[src/rtl/sbt_pkg.sv]
package sbt_pkg;

  typedef enum logic [3:0] {
    C_NONE, C_ACT, C_RD, C_WR, C_PRE, C_PREALL, C_REF, C_MRS, C_BST
  } cmd_e;

  typedef enum logic [1:0] {
    B_IDLE   = 2'd0,
    B_ACTIVE = 2'd1,
    B_AUTO   = 2'd2,
    B_PRECH  = 2'd3
  } bank_st_e;

endpackage

[src/rtl/sbt_rst_sync.sv]
module sbt_rst_sync (
  input  logic clk,
  input  logic rst_n,
  output logic rst_sync_n
);
  logic meta_q;

  always_ff @(posedge clk or negedge rst_n) begin
    if (!rst_n) begin
      meta_q     <= 1'b0;
      rst_sync_n <= 1'b0;
    end else begin
      meta_q     <= 1'b1;
      rst_sync_n <= meta_q;
    end
  end
endmodule

[src/rtl/sbt_cmd_decode.sv]
module sbt_cmd_decode
  import sbt_pkg::*;
(
  input  logic cke,
  input  logic cs_n,
  input  logic ras_n,
  input  logic cas_n,
  input  logic we_n,
  input  logic a10,
  output cmd_e cmd
);
  always_comb begin
    cmd = C_NONE;
    if (cke && !cs_n) begin
      unique case ({ras_n, cas_n, we_n})
        3'b011:  cmd = C_ACT;
        3'b101:  cmd = C_RD;
        3'b100:  cmd = C_WR;
        3'b010:  cmd = a10 ? C_PREALL : C_PRE;
        3'b001:  cmd = C_REF;
        3'b000:  cmd = C_MRS;
        3'b110:  cmd = C_BST;
        default: cmd = C_NONE;
      endcase
    end
  end
endmodule

[src/rtl/sbt_bank.sv]
module sbt_bank
  import sbt_pkg::*;
#(
  parameter int T_RAS = 5,
  parameter int T_RP  = 3
) (
  input  logic     clk,
  input  logic     rst_n,
  input  logic     en,
  input  cmd_e     cmd,
  input  logic     hit,
  input  logic     a10,
  input  logic     full_page,
  input  logic     pre_all_go,
  output bank_st_e state_o,
  output logic     pre_busy_o,
  output logic     illegal_o
);
  localparam int RAS_W = (T_RAS > 1) ? $clog2(T_RAS) : 1;
  localparam int RP_W  = (T_RP > 1) ? $clog2(T_RP) : 1;
  localparam logic [RAS_W-1:0] RAS_LD = (T_RAS > 0) ? RAS_W'(T_RAS - 1) : '0;
  localparam logic [RP_W-1:0]  RP_LD  = (T_RP > 0) ? RP_W'(T_RP - 1) : '0;

  bank_st_e         st_q, st_d;
  logic [RAS_W-1:0] ras_q, ras_d;
  logic [RP_W-1:0]  rp_q, rp_d;
  logic             run_q, run_d;
  logic             start_rp;

  logic is_rw, ras_met, bad_auto, act_ok, rw_ok, auto_go, pre_ok;

  assign is_rw    = (cmd == C_RD) || (cmd == C_WR);
  assign ras_met  = (ras_q == '0);
  assign bad_auto = a10 && full_page;
  assign act_ok   = hit && (cmd == C_ACT) && (st_q == B_IDLE);
  assign rw_ok    = hit && is_rw && (st_q == B_ACTIVE) && !bad_auto;
  assign auto_go  = rw_ok && a10;
  assign pre_ok   = (st_q == B_ACTIVE) && ras_met &&
                    ((hit && (cmd == C_PRE)) || pre_all_go);

  assign pre_busy_o = (st_q == B_AUTO) || ((st_q == B_ACTIVE) && !ras_met);
  assign illegal_o  = hit && (
                        ((cmd == C_ACT) && (st_q != B_IDLE)) ||
                        (is_rw && ((st_q != B_ACTIVE) || bad_auto)) ||
                        ((cmd == C_PRE) && pre_busy_o));
  assign state_o = st_q;

  always_comb begin
    st_d     = st_q;
    ras_d    = ras_q;
    rp_d     = rp_q;
    run_d    = run_q;
    start_rp = 1'b0;
    if (en) begin
      if (!ras_met) ras_d = ras_q - 1'b1;
      unique case (st_q)
        B_IDLE: if (act_ok) begin
          st_d  = B_ACTIVE;
          ras_d = RAS_LD;
        end
        B_ACTIVE: begin
          if (pre_ok) begin
            st_d     = B_PRECH;
            start_rp = 1'b1;
          end else if (auto_go) begin
            st_d = B_AUTO;
          end
        end
        B_AUTO:  if (!run_q && ras_met) start_rp = 1'b1;
        B_PRECH: ;
        default: ;
      endcase
      if (run_q && ((st_q == B_AUTO) || (st_q == B_PRECH))) begin
        if (rp_q <= RP_W'(1)) begin
          st_d  = B_IDLE;
          run_d = 1'b0;
        end else begin
          rp_d = rp_q - 1'b1;
        end
      end
      if (start_rp) begin
        if (T_RP <= 1) begin
          st_d = B_IDLE;
        end else begin
          run_d = 1'b1;
          rp_d  = RP_LD;
        end
      end
    end
  end

  always_ff @(posedge clk or negedge rst_n) begin
    if (!rst_n) begin
      st_q  <= B_IDLE;
      ras_q <= '0;
      rp_q  <= '0;
      run_q <= 1'b0;
    end else if (en) begin
      st_q  <= st_d;
      ras_q <= ras_d;
      rp_q  <= rp_d;
      run_q <= run_d;
    end
  end

  // activate to an idle bank opens it
  p_act_opens_r4: assert property (@(posedge clk) disable iff (!rst_n)
    (en && hit && cmd == C_ACT && st_q == B_IDLE) |=> (st_q == B_ACTIVE));

  // no precharge while the tRAS window is open
  p_tras_guard_r5: assert property (@(posedge clk) disable iff (!rst_n)
    (st_q == B_ACTIVE && ras_q != '0) |=> (st_q == B_ACTIVE || st_q == B_AUTO));

  // suspended edge leaves the bank state unchanged
  p_suspend_hold_r3: assert property (@(posedge clk) disable iff (!rst_n)
    (!en) |=> $stable(st_q));
endmodule

[src/rtl/sdram_bank_tracker.sv]
module sdram_bank_tracker
  import sbt_pkg::*;
#(
  parameter int NUM_BANKS = 4,
  parameter int T_RAS     = 5,
  parameter int T_RP      = 3,
  localparam int BA_W     = $clog2(NUM_BANKS),
  localparam int ST_W     = 2 * NUM_BANKS
) (
  input  logic            clk,
  input  logic            rst_n,
  input  logic            cke,
  input  logic            cs_n,
  input  logic            ras_n,
  input  logic            cas_n,
  input  logic            we_n,
  input  logic [BA_W-1:0] ba,
  input  logic            a10,
  input  logic            full_page,
  output logic [ST_W-1:0] bank_state,
  output logic            all_idle,
  output logic [7:0]      cmd_strobe,
  output logic            violation
);
  logic     rst_s_n;
  cmd_e     cmd;
  bank_st_e st [NUM_BANKS];
  logic [NUM_BANKS-1:0] busy, bad;
  logic     pre_all_go, glob_bad;
  logic [7:0] stb_d;
  logic     viol_d;

  sbt_rst_sync u_rst (.clk(clk), .rst_n(rst_n), .rst_sync_n(rst_s_n));

  sbt_cmd_decode u_dec (
    .cke(cke), .cs_n(cs_n), .ras_n(ras_n), .cas_n(cas_n),
    .we_n(we_n), .a10(a10), .cmd(cmd)
  );

  assign pre_all_go = (cmd == C_PREALL) && (busy == '0);

  for (genvar b = 0; b < NUM_BANKS; b++) begin : g_bank
    sbt_bank #(.T_RAS(T_RAS), .T_RP(T_RP)) u_bank (
      .clk(clk), .rst_n(rst_s_n), .en(cke), .cmd(cmd),
      .hit(ba == BA_W'(b)), .a10(a10), .full_page(full_page),
      .pre_all_go(pre_all_go), .state_o(st[b]),
      .pre_busy_o(busy[b]), .illegal_o(bad[b])
    );
    assign bank_state[2*b +: 2] = st[b];
  end

  always_comb begin
    all_idle = 1'b1;
    for (int b = 0; b < NUM_BANKS; b++)
      if (st[b] != B_IDLE) all_idle = 1'b0;
  end

  assign glob_bad = ((cmd == C_PREALL) && (busy != '0)) ||
                    (((cmd == C_REF) || (cmd == C_MRS)) && !all_idle);
  assign viol_d   = (bad != '0) || glob_bad;

  always_comb begin
    stb_d = '0;
    unique case (cmd)
      C_ACT:    stb_d[0] = 1'b1;
      C_RD:     stb_d[1] = 1'b1;
      C_WR:     stb_d[2] = 1'b1;
      C_PRE:    stb_d[3] = 1'b1;
      C_PREALL: stb_d[4] = 1'b1;
      C_REF:    stb_d[5] = 1'b1;
      C_MRS:    stb_d[6] = 1'b1;
      C_BST:    stb_d[7] = 1'b1;
      default:  stb_d = '0;
    endcase
  end

  always_ff @(posedge clk or negedge rst_s_n) begin
    if (!rst_s_n) begin
      cmd_strobe <= '0;
      violation  <= 1'b0;
    end else begin
      cmd_strobe <= stb_d;
      violation  <= viol_d;
    end
  end

  // at most one strobe per cycle
  p_strobe_onehot_r1: assert property (@(posedge clk) disable iff (!rst_s_n)
    $onehot0(cmd_strobe));

  // deselected cycle produces nothing
  p_deselect_quiet_r2: assert property (@(posedge clk) disable iff (!rst_s_n)
    cs_n |=> (cmd_strobe == '0 && !violation));

  // a bank-level illegal command pulses the flag next cycle
  p_bank_viol_r13: assert property (@(posedge clk) disable iff (!rst_s_n)
    (cke && bad != '0) |=> violation);

  // an accepted refresh leaves every bank idle
  p_ref_idle_r12: assert property (@(posedge clk) disable iff (!rst_s_n)
    (cmd_strobe[5] && !violation) |-> all_idle);
endmodule

[config.mk]
export PLATFORM = sky130hd
export DESIGN_NAME = sdram_bank_tracker
export DESIGN_NICKNAME = d
export VERILOG_FILES = /design/src/rtl/sbt_pkg.sv /design/src/rtl/sbt_rst_sync.sv /design/src/rtl/sbt_cmd_decode.sv /design/src/rtl/sbt_bank.sv /design/src/rtl/sdram_bank_tracker.sv
export SDC_FILE = /design/constraint.sdc
export NUM_CORES = 1
export LEC_CHECK = 0
export ABC_AREA = 0
export BUFFER_PORTS_ARGS = -buffer_cell sky130_fd_sc_hd__buf_2
export CAP_MARGIN = 5
export CORE_ASPECT_RATIO = 0.9
export CORE_MARGIN = 4
export CORE_UTILIZATION = 40
export CTS_CLUSTER_DIAMETER = 30
export DETAILED_ROUTE_END_ITERATION = 7
export HOLD_SLACK_MARGIN = 0.05
export PLACE_DENSITY = 0.61
export SYNTH_ARGS = -nofsm -noshare
export SYNTH_HDL_FRONTEND = slang
export SYNTH_SLANG_ARGS = --single-unit
[constraint.sdc]
create_clock -name clk -period 2 [get_ports clk]
set_input_delay 0.3 -clock clk [delete_from_list [all_inputs] [get_ports clk]]
set_output_delay 0.3 -clock clk [all_outputs]
set_load 0.01 [all_outputs]
-- Word level (Yosys, flattened, before mapping)
Cells that the tools add are included.
Widths: inputs -> output; s select.
- multiplexer cells: 91
- equal/unequal tests: 37
- magnitude comparators: 4
- reduce and logical (&&, ||, !) cells: 141
- add/sub/neg operators: 8
- operators by type and width (cell ; number):
    $logic_and 1x1->1 ; 69
    $mux 2 ; 32
    $mux 1 ; 37
    $mux 3 ; 12
    $logic_or 1x1->1 ; 28
    $pmux 4 s7 ; 1
    $reduce_and 3->1 ; 8
    $reduce_bool 2->1 ; 12
    $eq 2x2->1 const B ; 10
    $eq 4x3->1 const B ; 4
    $pmux 2 s2 ; 4
    $logic_not 3->1 ; 5
    $sub 3x1->3 const B ; 4
    $logic_not 1->1 ; 11
    $eq 2x1->1 const B ; 5
    $logic_not 2->1 ; 5
    $eq 3x3->1 const B ; 3
    $eq 4x2->1 const B ; 2
    $le 2x1->1 const B ; 4
    $ne 2x1->1 const B ; 4
    $ne 2x2->1 const B ; 4
    $pmux 1 s2 ; 4
    $reduce_bool 4->1 ; 2
    $sub 2x1->2 const B ; 4
    other kinds (6) ; 7
- bits in registers: 43
- input bits: 11
- logic and storage cells: 301
- output and inout bits: 18

-- Longest topological paths before layout
Gate-level depths: netlist of run 1.
- depth in word-level cells: 14
- gate-level depth with buffers: 8
- depth with buffers taken out: 7

-- Cells and area by module
Synthesis of run 1 repeated with hierarchy kept, for this count alone.
- cells, all modules: 347
- area, all modules: 3248.1 um^2
- by module, submodules not included (module ; seq. area each (um^2) ; times used ; area each (um^2) ; cells an instance):
    sbt_bank ; 200.2 ; 4 ; 686.9 ; 76
    sdram_bank_tracker ; 225.2 ; 1 ; 390.4 ; 31
    sbt_cmd_decode ; 0.0 ; 1 ; 56.3 ; 9
    sbt_rst_sync ; 50.0 ; 1 ; 53.8 ; 3

-- Least setup slack after synthesis of run 1
No wires, ideal clock.
- path type: register to register
- start point: register g_bank[2].u_bank.st_q[1]
- end point: register g_bank[3].u_bank.rp_q[1]
- setup time: 0.131 ns
- period minus slack after synthesis: 1.828 ns
- slack: 0.172 ns
- cell stages (with the launch flop): 8
- data arrival time: 1.697 ns
- data required time: 1.869 ns
- cells stage by stage: dfrtp_1 -> inv_1 -> ha_1 -> a21oi_2 -> and4_1 -> buf_4 -> a311oi_2 -> o22ai_1
- cells in the longest elaborated chain, start to end: 12
- RTL lines (what ; RTL line ; text):
    from (decl) ; sbt_bank.sv:24 ; bank_st_e st_q, st_d;
    from (signal assigned) ; sbt_bank.sv:99 ; st_q <= st_d;
    $eq 2x1->1 ; sbt_bank.sv:41 ; assign pre_busy_o = (st_q == B_AUTO) || ((st_q == B_ACTIVE) && !ras_met);
    $logic_and 1x1->1 ; sbt_bank.sv:41 ;
    $logic_or 1x1->1 * ; sbt_bank.sv:41 ;
    $logic_not 4->1 * ; sdram_bank_tracker.sv:40 ; assign pre_all_go = (cmd == C_PREALL) && (busy == '0);
    $logic_and 1x1->1 * ; sdram_bank_tracker.sv:40 ;
    $logic_or 1x1->1 * ; sbt_bank.sv:39 ; ((hit && (cmd == C_PRE)) || pre_all_go);
    $logic_and 1x1->1 * ; sbt_bank.sv:38 ; assign pre_ok = (st_q == B_ACTIVE) && ras_met &&
    $mux 1 * ; sbt_bank.sv:62 ; if (pre_ok) begin
    $pmux 1 s2 * ; sbt_bank.sv:56 ; unique case (st_q)
    $mux 1 * ; sbt_bank.sv:54 ; if (en) begin
    $ne 2x2->1 (no source line) / $reduce_bool 2->1 (equally long branches) ; -- ;
    $reduce_and 3->1 (no source line) ; -- ;
    to (signal assigned) ; sbt_bank.sv:101 ; rp_q <= rp_d;
    to (decl) ; sbt_bank.sv:26 ; logic [RP_W-1:0] rp_q, rp_d;
Mark *: on every way between the ends. The rest lies on a longest branch, timed or not. The select of a mux whose other input is x is not followed.
A chain may end at the register's enable or synchronous reset.

-- Worst setup path after layout of run 1
- start point: register g_bank[2].u_bank.st_q[1]
- end point: output all_idle
- cells in the longest elaborated chain, start to end: 3
- RTL lines (what ; RTL line ; text):
    $reduce_bool 2->1 ; sdram_bank_tracker.sv:55 ; if (st[b] != B_IDLE) all_idle = 1'b0;
    $mux 1 (2 in series) ; sdram_bank_tracker.sv:55 ;
    to (decl) ; sdram_bank_tracker.sv:21 ; output logic all_idle,
Every way passes these cells.

==> results of run 1 <==
flip-flops by register name, summed over array words and instances (netlist names):
register	flops
g_bank.u_bank.ras_q	12
cmd_strobe	8
g_bank.u_bank.rp_q	8
g_bank.u_bank.state_o	8
g_bank.u_bank.run_q	4
u_rst.meta_q	1
u_rst.rst_sync_n	1
violation	1
routing by layer:
metal,share of wire (%),track usage [%]
met2,45,28.6
met5,0,0
met3,4.4,3.12
met4,1.4,5.66
met1,50,23.6
power by group through the flow:
stage,clock network [mW],registers (mW),logic (mW)
global route,0.676,1.46,2.38
finish,0.623,1.41,2.07
global placement,0,1.41,2.00
detailed placement,0,1.42,2.04
floorplan,0,1.44,1.38
CTS,0.643,1.40,2.06
repair_timing:
item,4_1_cts,5_1_grt
endpoints found under the setup margin,0,8
endpoints found under the hold margin,2,0
gates resized for setup,0,4
hold buffers,1,0
final cells by class:
class | count | area share (%)
Sequential cell | 43 | 31.7
Multi-Input combinational cell | 245 | 50.6
Timing Repair Buffer | 46 | 8.53
Clock buffer | 8 | 2.94
Tap cell | 93 | 3.42
Inverter | 25 | 2.80
path summary, 6_finish.rpt:
kind	start	endpoint	slack, ps	cells after the start
max reg2reg	g_bank[2].u_bank.ras_q[0]	g_bank[3].u_bank.rp_q[1]	160	8
min in group clk	we_n	cmd_strobe[2]	280	2
max	g_bank[2].u_bank.state_o[1]	all_idle	110	5
min reg2reg	u_rst.rst_sync_n	g_bank[0].u_bank.ras_q[0]	180	0
min	u_rst.rst_sync_n	g_bank[0].u_bank.ras_q[0]	180	0
max in group asynchronous	u_rst.rst_sync_n	cmd_strobe[2]	1350	1
worst max-delay path, delay by kind of cell, from the launching register on:
family	cells	cell delay, ps
buffers and inverters	3	380
AND/OR/NAND/NOR	1	250
adder cells (fa/ha/maj)	1	220
flip-flops	1	440
cell usage in the layout, fill, tap and decap left out, types with 2 or more instances in the layout:
cell and count:
dfrtp_1 42, nand2_1 30, buf_2 28, ha_1 27
inv_1 22, nor2_1 19, nand3_1 19, a21oi_1 16
buf_4 16, nor2b_1 13, o21ai_1 8, o21ai_0 7
nor3_1 7, clkbuf_8 7, nand2b_1 6, o22ai_1 6
o31ai_1 5, and3_1 4, and4_1 4, a21oi_2 4
o211ai_1 4, a31oi_1 4, o21a_1 4, nor3b_1 3
nand4_1 3, a211o_1 3, a21o_1 3, a311oi_1 3
xor2_1 3, nor3b_2 2, nand2_2 2, inv_2 2
and3b_1 2, nand2b_4 2, a311oi_2 2, xnor2_1 2
or3_1 2, o41ai_1 2, o221ai_1 2
kinds of logic (layout without fill, tap and decap cells):
kind of cell,count (synthesis),count (layout),share of synthesized area (%)
fa+ha+maj,28,28,12.0
mux,1,1,0.770
other cells,1,1,0.128
xor+xnor,5,5,1.50
buf+inv,34,79,4.75
simple gates,128,128,24.8
flops,43,43,36.8
compound gates,82,82,19.3
stage by stage:
step	cells	area (um2)	hold WS, ps	power (mW)
after floorplan	322	2920	4.41	2.81
after global placement	451	3280	85.2	3.42
after detailed placement	451	3280	90.4	3.47
after CTS	460	3390	194	4.10
after global routing	460	3400	220	4.51
final	460	3400	178	4.10
==> results by group, run 1 <==
Status
  • Outcome: completed

Power
  • Share of power burned in registers: 34.3%
  • Combinational fraction of design power: 50.5%
  • Clock Power Share: 15.2%
  • Cell Pwr Density: 1210 nW/um2
  • Switch Pwr: roughly 1.7 mW
  • Switching part of the total power: around 41%
  • Int Power: around 2.4 mW
  • P_leak: 1.63 nW
  • Worst VDD drop: between 0.5 and 0.6 mV

Cells and area
  • Antenna cell count: 0
  • Nets@finish: 405
  • Fill cell count: 690
  • FF/Latch Area: 1080 um2
  • P&R area growth vs syn: 16.3%
  • Fraction of final layout cells sized beyond drive strength 1: a little over a fifth
  • Multi-input gate area: roughly 1700 um2
  • Final core occ: 48.1%

Floorplan
  • Die Ht: approximately 89 um
  • DIE WIDTH: 98.1 um
  • Core area: around 7000 um2
  • Die area: 8740 um2
  • Initial Util: between 40 and 50%
  • Row count: 29
  • Boundary pin count: 29

Drt
  • Via count: 2509
  • Initial DRT Pass Iterations: 4
  • Final ANT Viol Nets: 0
  • Post-route DRC: 0
  • Avg WL per Cell: 15.3 um
  • Routed WL: around 7000 um
  • Vias per cell: 5.45
  • Initial DRC Count: 169

STA
  • Final setup viols: 0
  • Tcrit/Tclk final: 94.3%
  • Clk_skew: around 7.3 ps
  • Setup TNS Final: 0 ps
  • Max Slew Vio Count: 0
  • Peak Freq: 530 MHz
  • Hold Vio Cnt, Final: 0
  • Unrepaired setup endpoints after global routing: no
  • Min Tclk post-route: about 1900 ps
  • Worst Setup Slack, final: approximately 110 ps

Global routing
  • GR Overflow Total: 0
  • Total track usage: 17.4%
  • Global-route wire length before repair: approximately 12000 um
  • Pin count of the biggest net entering global routing: 29
  • Vias in the first global route: ~2500
  • Initial antenna violation count: 0

Clock tree
  • CTS tree: yes
  • Clk Latency, worst-skew pair: around 300 ps
  • Deepest clock path buffer count: 2
  • CTS clk-pin slew, worst paths: 80 ps
  • CTS sink cnt: 43
  • Setup Buffers After CTS: 0
  • TritonCTS Buffers: 5
  • Root Driver: clkbuf_8
  • CTS H-tree depth: 2

Synthesis
  • Post-Syn Instances: 322
  • Sequential area share after synthesis: 36.8%
  • Top post-synthesis cells by area: dfrtp_1 (37%), ha_1 (12%), nand2_1 (3.9%), a21oi_1 (3.3%), nand3_1 (3.3%)
  • Share of the synthesized area in the top cell type: 36.8%
  • Synth Flop Type: dfrtp_1
  • Cell variety after synth: 62
  • Count leader, synth: dfrtp_1
  • Syn nets: 361
  • Post-Syn Area per Cell: about 9 um2
  • Number of synthesized flops with an enable pin: 0
  • Post-Syn Area: 2920 um2
  • Synth Register Bits: 43
  • Async SR Flop Fraction: 100%
  • Synth top cells by count: dfrtp_1 (43), nand2_1 (30), ha_1 (28), inv_1 (22)
  • Synth area leader: dfrtp_1
  • YS warnings: 0

Setup path
  • Crit Path Max Fanout: 5
  • Crit path DAT: 1590 ps
  • Critical path cell sequence: inv_1 > buf_4 > ha_2 > and4_1 > buf_2
  • Crit path required time: between 1500 and 2000 ps
  • Setup CP Type: flop to output pin
  • Slowest stage cell, crit path: dfrtp_1
  • CP max stage delay: 440 ps
  • Worst setup EP type: output pin
  • CP Launch Type: flop

Placed design
  • IO Port Bufs: 28
  • HPWL after DPL: roughly 5400 um
  • Placer Congestion: 0.785
  • Post-Place Setup Slack: 101 ps

Flow run
  • Max-Cap Viols: 0

Worst hold path
  • Hold/Removal Path Class: flop to async pin
(Power assumes the default switching activity.)
==> run 2: changes to the inputs <==
--- a/config.mk
+++ b/config.mk
@@ -14,7 +14,7 @@
 export CTS_CLUSTER_DIAMETER = 30
 export DETAILED_ROUTE_END_ITERATION = 7
 export HOLD_SLACK_MARGIN = 0.05
-export PLACE_DENSITY = 0.61
+export PLACE_DENSITY_LB_ADDON = 0.05
 export SYNTH_ARGS = -nofsm -noshare
 export SYNTH_HDL_FRONTEND = slang
 export SYNTH_SLANG_ARGS = --single-unit
==> run 2 against run 1 <==
Sequential share of layout area down 0.30 points; combinational power increased by 2%; power grew 1.1%; largest power group unchanged.
==> results by group, run 2 (synthesis results as in run 1) <==
Cells and area
  • Commonest non-fill, non-tap cell in the layout: dfrtp_1
  • Antenna cell count: 0 (unchanged)
  • Most frequent cells in the layout: dfrtp_1 (42), nand2_1 (30), buf_2 (28), ha_1 (25), inv_1 (22)
  • Max reg flops: 12 (unchanged)
  • Fraction of final layout cells sized beyond drive strength 1: 22.5% (+1.5 points)
  • Final Instance Area: 3430 um2 (+0.96%)
  • Nets@finish: 407 (+0.49%)
  • Fill cell count: 675 (-2.2%)
  • P&R area growth vs syn: 17.5%
  • Largest register by flop count: g_bank.u_bank.ras_q

STA
  • Min Tclk post-route: 1890 ps (+8.48 ps)
  • Unrepaired setup endpoints after global routing: no
  • Tcrit/Tclk final: 94.7% (+0.42 points)
  • Max Slew Vio Count: 0 (unchanged)
  • Hold Vio Cnt, Final: 0 (unchanged)
  • Setup TNS Final: 0 ps (unchanged)
  • Final setup viols: 0 (unchanged)
  • Clk_skew: 12.4 ps (+5.13 ps)
  • Peak Freq: 528 MHz (-0.45%)

Global routing
  • Pin count of the biggest net entering global routing: 22 (-24%)
  • GR Overflow Total: 0 (unchanged)
  • Global-route wire length before repair: 11900 um (-2.5%)
  • Vias in the first global route: 2330 (-7.6%)
  • Total track usage: 16.9% (-0.56 points)
  • Initial antenna violation count: 0 (unchanged)

Setup path
  • Crit path DAT: 1590 ps (about the same)
  • RR Startpoint: g_bank[0].u_bank.ras_q[0]
  • Worst reg2reg path endpoint: g_bank[3].u_bank.state_o[0]
  • Worst setup EP type: output pin
  • Setup CP Type: flop to output pin
  • CP Launch Type: flop
  • Crit Path Max Fanout: 5 (unchanged)
  • Slowest stage cell, crit path: dfrtp_1
  • CP max stage delay: 440 ps (about the same)
  • Crit path required time: 1700 ps (about the same)
  • Reg2reg path depth: 8 (unchanged)
  • Flop-to-flop setup slack: 140 ps (-20 ps)
  • Critical path cell sequence: inv_1 > buf_4 > ha_1 > and4_4 > buf_2

Drt
  • Initial DRT Pass Iterations: 7 (+3)
  • Final ANT Viol Nets: 0 (unchanged)
  • Post-route DRC: 0 (unchanged)
  • Vias per cell: 5.37 (-1.5%)
  • Initial DRC Count: 126 (-25%)
  • Via count: 2483 (-1.0%)
  • Routed WL: 7050 um (+0.23%)
  • Avg WL per Cell: 15.3 um (-0.21%)

Floorplan
  • Row count: 29 (unchanged)
  • DIE WIDTH: 98.1 um (unchanged)
  • Boundary pin count: 29 (unchanged)
  • Die Ht: 89.1 um (unchanged)
  • Core area: 7080 um2 (unchanged)
  • Die area: 8740 um2 (unchanged)
  • Initial Util: 41.3% (unchanged)

Worst hold path
  • Hold/Removal Path Class: flop to async pin

Clock tree
  • TritonCTS Buffers: 5 (unchanged)
  • Deepest clock path buffer count: 2 (unchanged)
  • CTS H-tree depth: 2 (unchanged)
  • CTS clk-pin slew, worst paths: 80 ps (about the same)
  • Clk Latency, worst-skew pair: 300 ps (about the same)
  • Root Driver: clkbuf_8
  • CTS tree: yes
  • CTS sink cnt: 43 (unchanged)

Power
  • Worst VDD drop: 0.586 mV (+11%)
  • Cell Pwr Density: 1210 nW/um2 (+0.11%)
  • P_leak: 1.64 nW (+0.57%)

Placed design
  • IO Port Bufs: 28 (unchanged)
  • HPWL after DPL: 5420 um (+0.88%)
  • Placed inst area: 3290 um2 (+0.46%)
  • Placer Congestion: 0.797 (+1.4%)

Status
  • Outcome: completed

Flow run
  • Max-Cap Viols: 0 (unchanged)
-- run 2: final cells by class --
| cell class | count | area, um2 | share of cell area (%) |
|---|---|---|---|
| repair buffers | 48 | 305 | 8.89 |
| flip-flops and latches | 43 | 1080 | 31.4 |
| multi-input cells | 245 | 1740 | 50.7 |
| inverters | 25 | 95.1 | 2.77 |
| clock buffers | 8 | 100 | 2.91 |
| well taps | 93 | 116 | 3.39 |
-- run 2: worst max path at each step --
stage,startpoint,slack [ps],endpoint,cells past startpoint
6_report,g_bank[1].u_bank.state_o[1],110,all_idle,5
5_1_grt,g_bank[1].u_bank.state_o[1],20,all_idle,5
4_1_cts,g_bank[3].u_bank.ras_q[0],50,g_bank[3].u_bank.state_o[0],8
3_5_place_dp,g_bank[3].u_bank.ras_q[0],50,g_bank[3].u_bank.state_o[0],8
3_3_place_gp,g_bank[3].u_bank.ras_q[0],50,g_bank[3].u_bank.state_o[0],8
2_1_floorplan,g_bank[2].u_bank.state_o[1],170,g_bank[3].u_bank.rp_q[1],7
-- run 2: metrics by stage --
| step | cells | power, mW | utilization (%) | hold WS (ps) | setup slack, ps |
|---|---|---|---|---|---|
| after CTS | 462 | 4.11 | 48.1 | 263 | 48.3 |
| final | 462 | 4.15 | 48.5 | 239 | 105 |
| after global placement | 453 | 3.43 | 46.5 | 85.5 | 52.5 |
| after detailed placement | 453 | 3.46 | 46.5 | 88.4 | 51.7 |
| after floorplan | 322 | 2.81 | - | 4.41 | 172 |
| after global routing | 462 | 4.55 | 48.5 | 288 | 17.8 |
-- run 2: routing by layer --
metal,share of wire (%),vias up,track usage (%)
li1,-,1254,-
met1,51,1165,24.3
met2,43,57,26.3
met3,4.3,7,3.20
met4,1.1,0,4.28
met5,0,-,0
-- run 2: power by group --
part | internal, mW | switching (mW)
Combinational | 0.946 | 1.16
Sequential | 1.16 | 0.245
Clock | 0.316 | 0.311
Total | 2.43 | 1.72
-- run 2: repair_timing --
action / in CTS / in global routing
buffers inserted: 0 / 0
endpoints found under the hold margin: 2 / 0
endpoints found under the setup margin: 0 / 18
hold buffers: 1 / 0
gates resized for setup: 0 / 9
-- run 2: critical path: cells and delay by family (launching register included) --
kind / cells / cell delay, ps
AND/OR/NAND/NOR: 1 / 260
buffers and inverters: 3 / 350
flip-flops: 1 / 440
adder cells (fa/ha/maj): 1 / 250
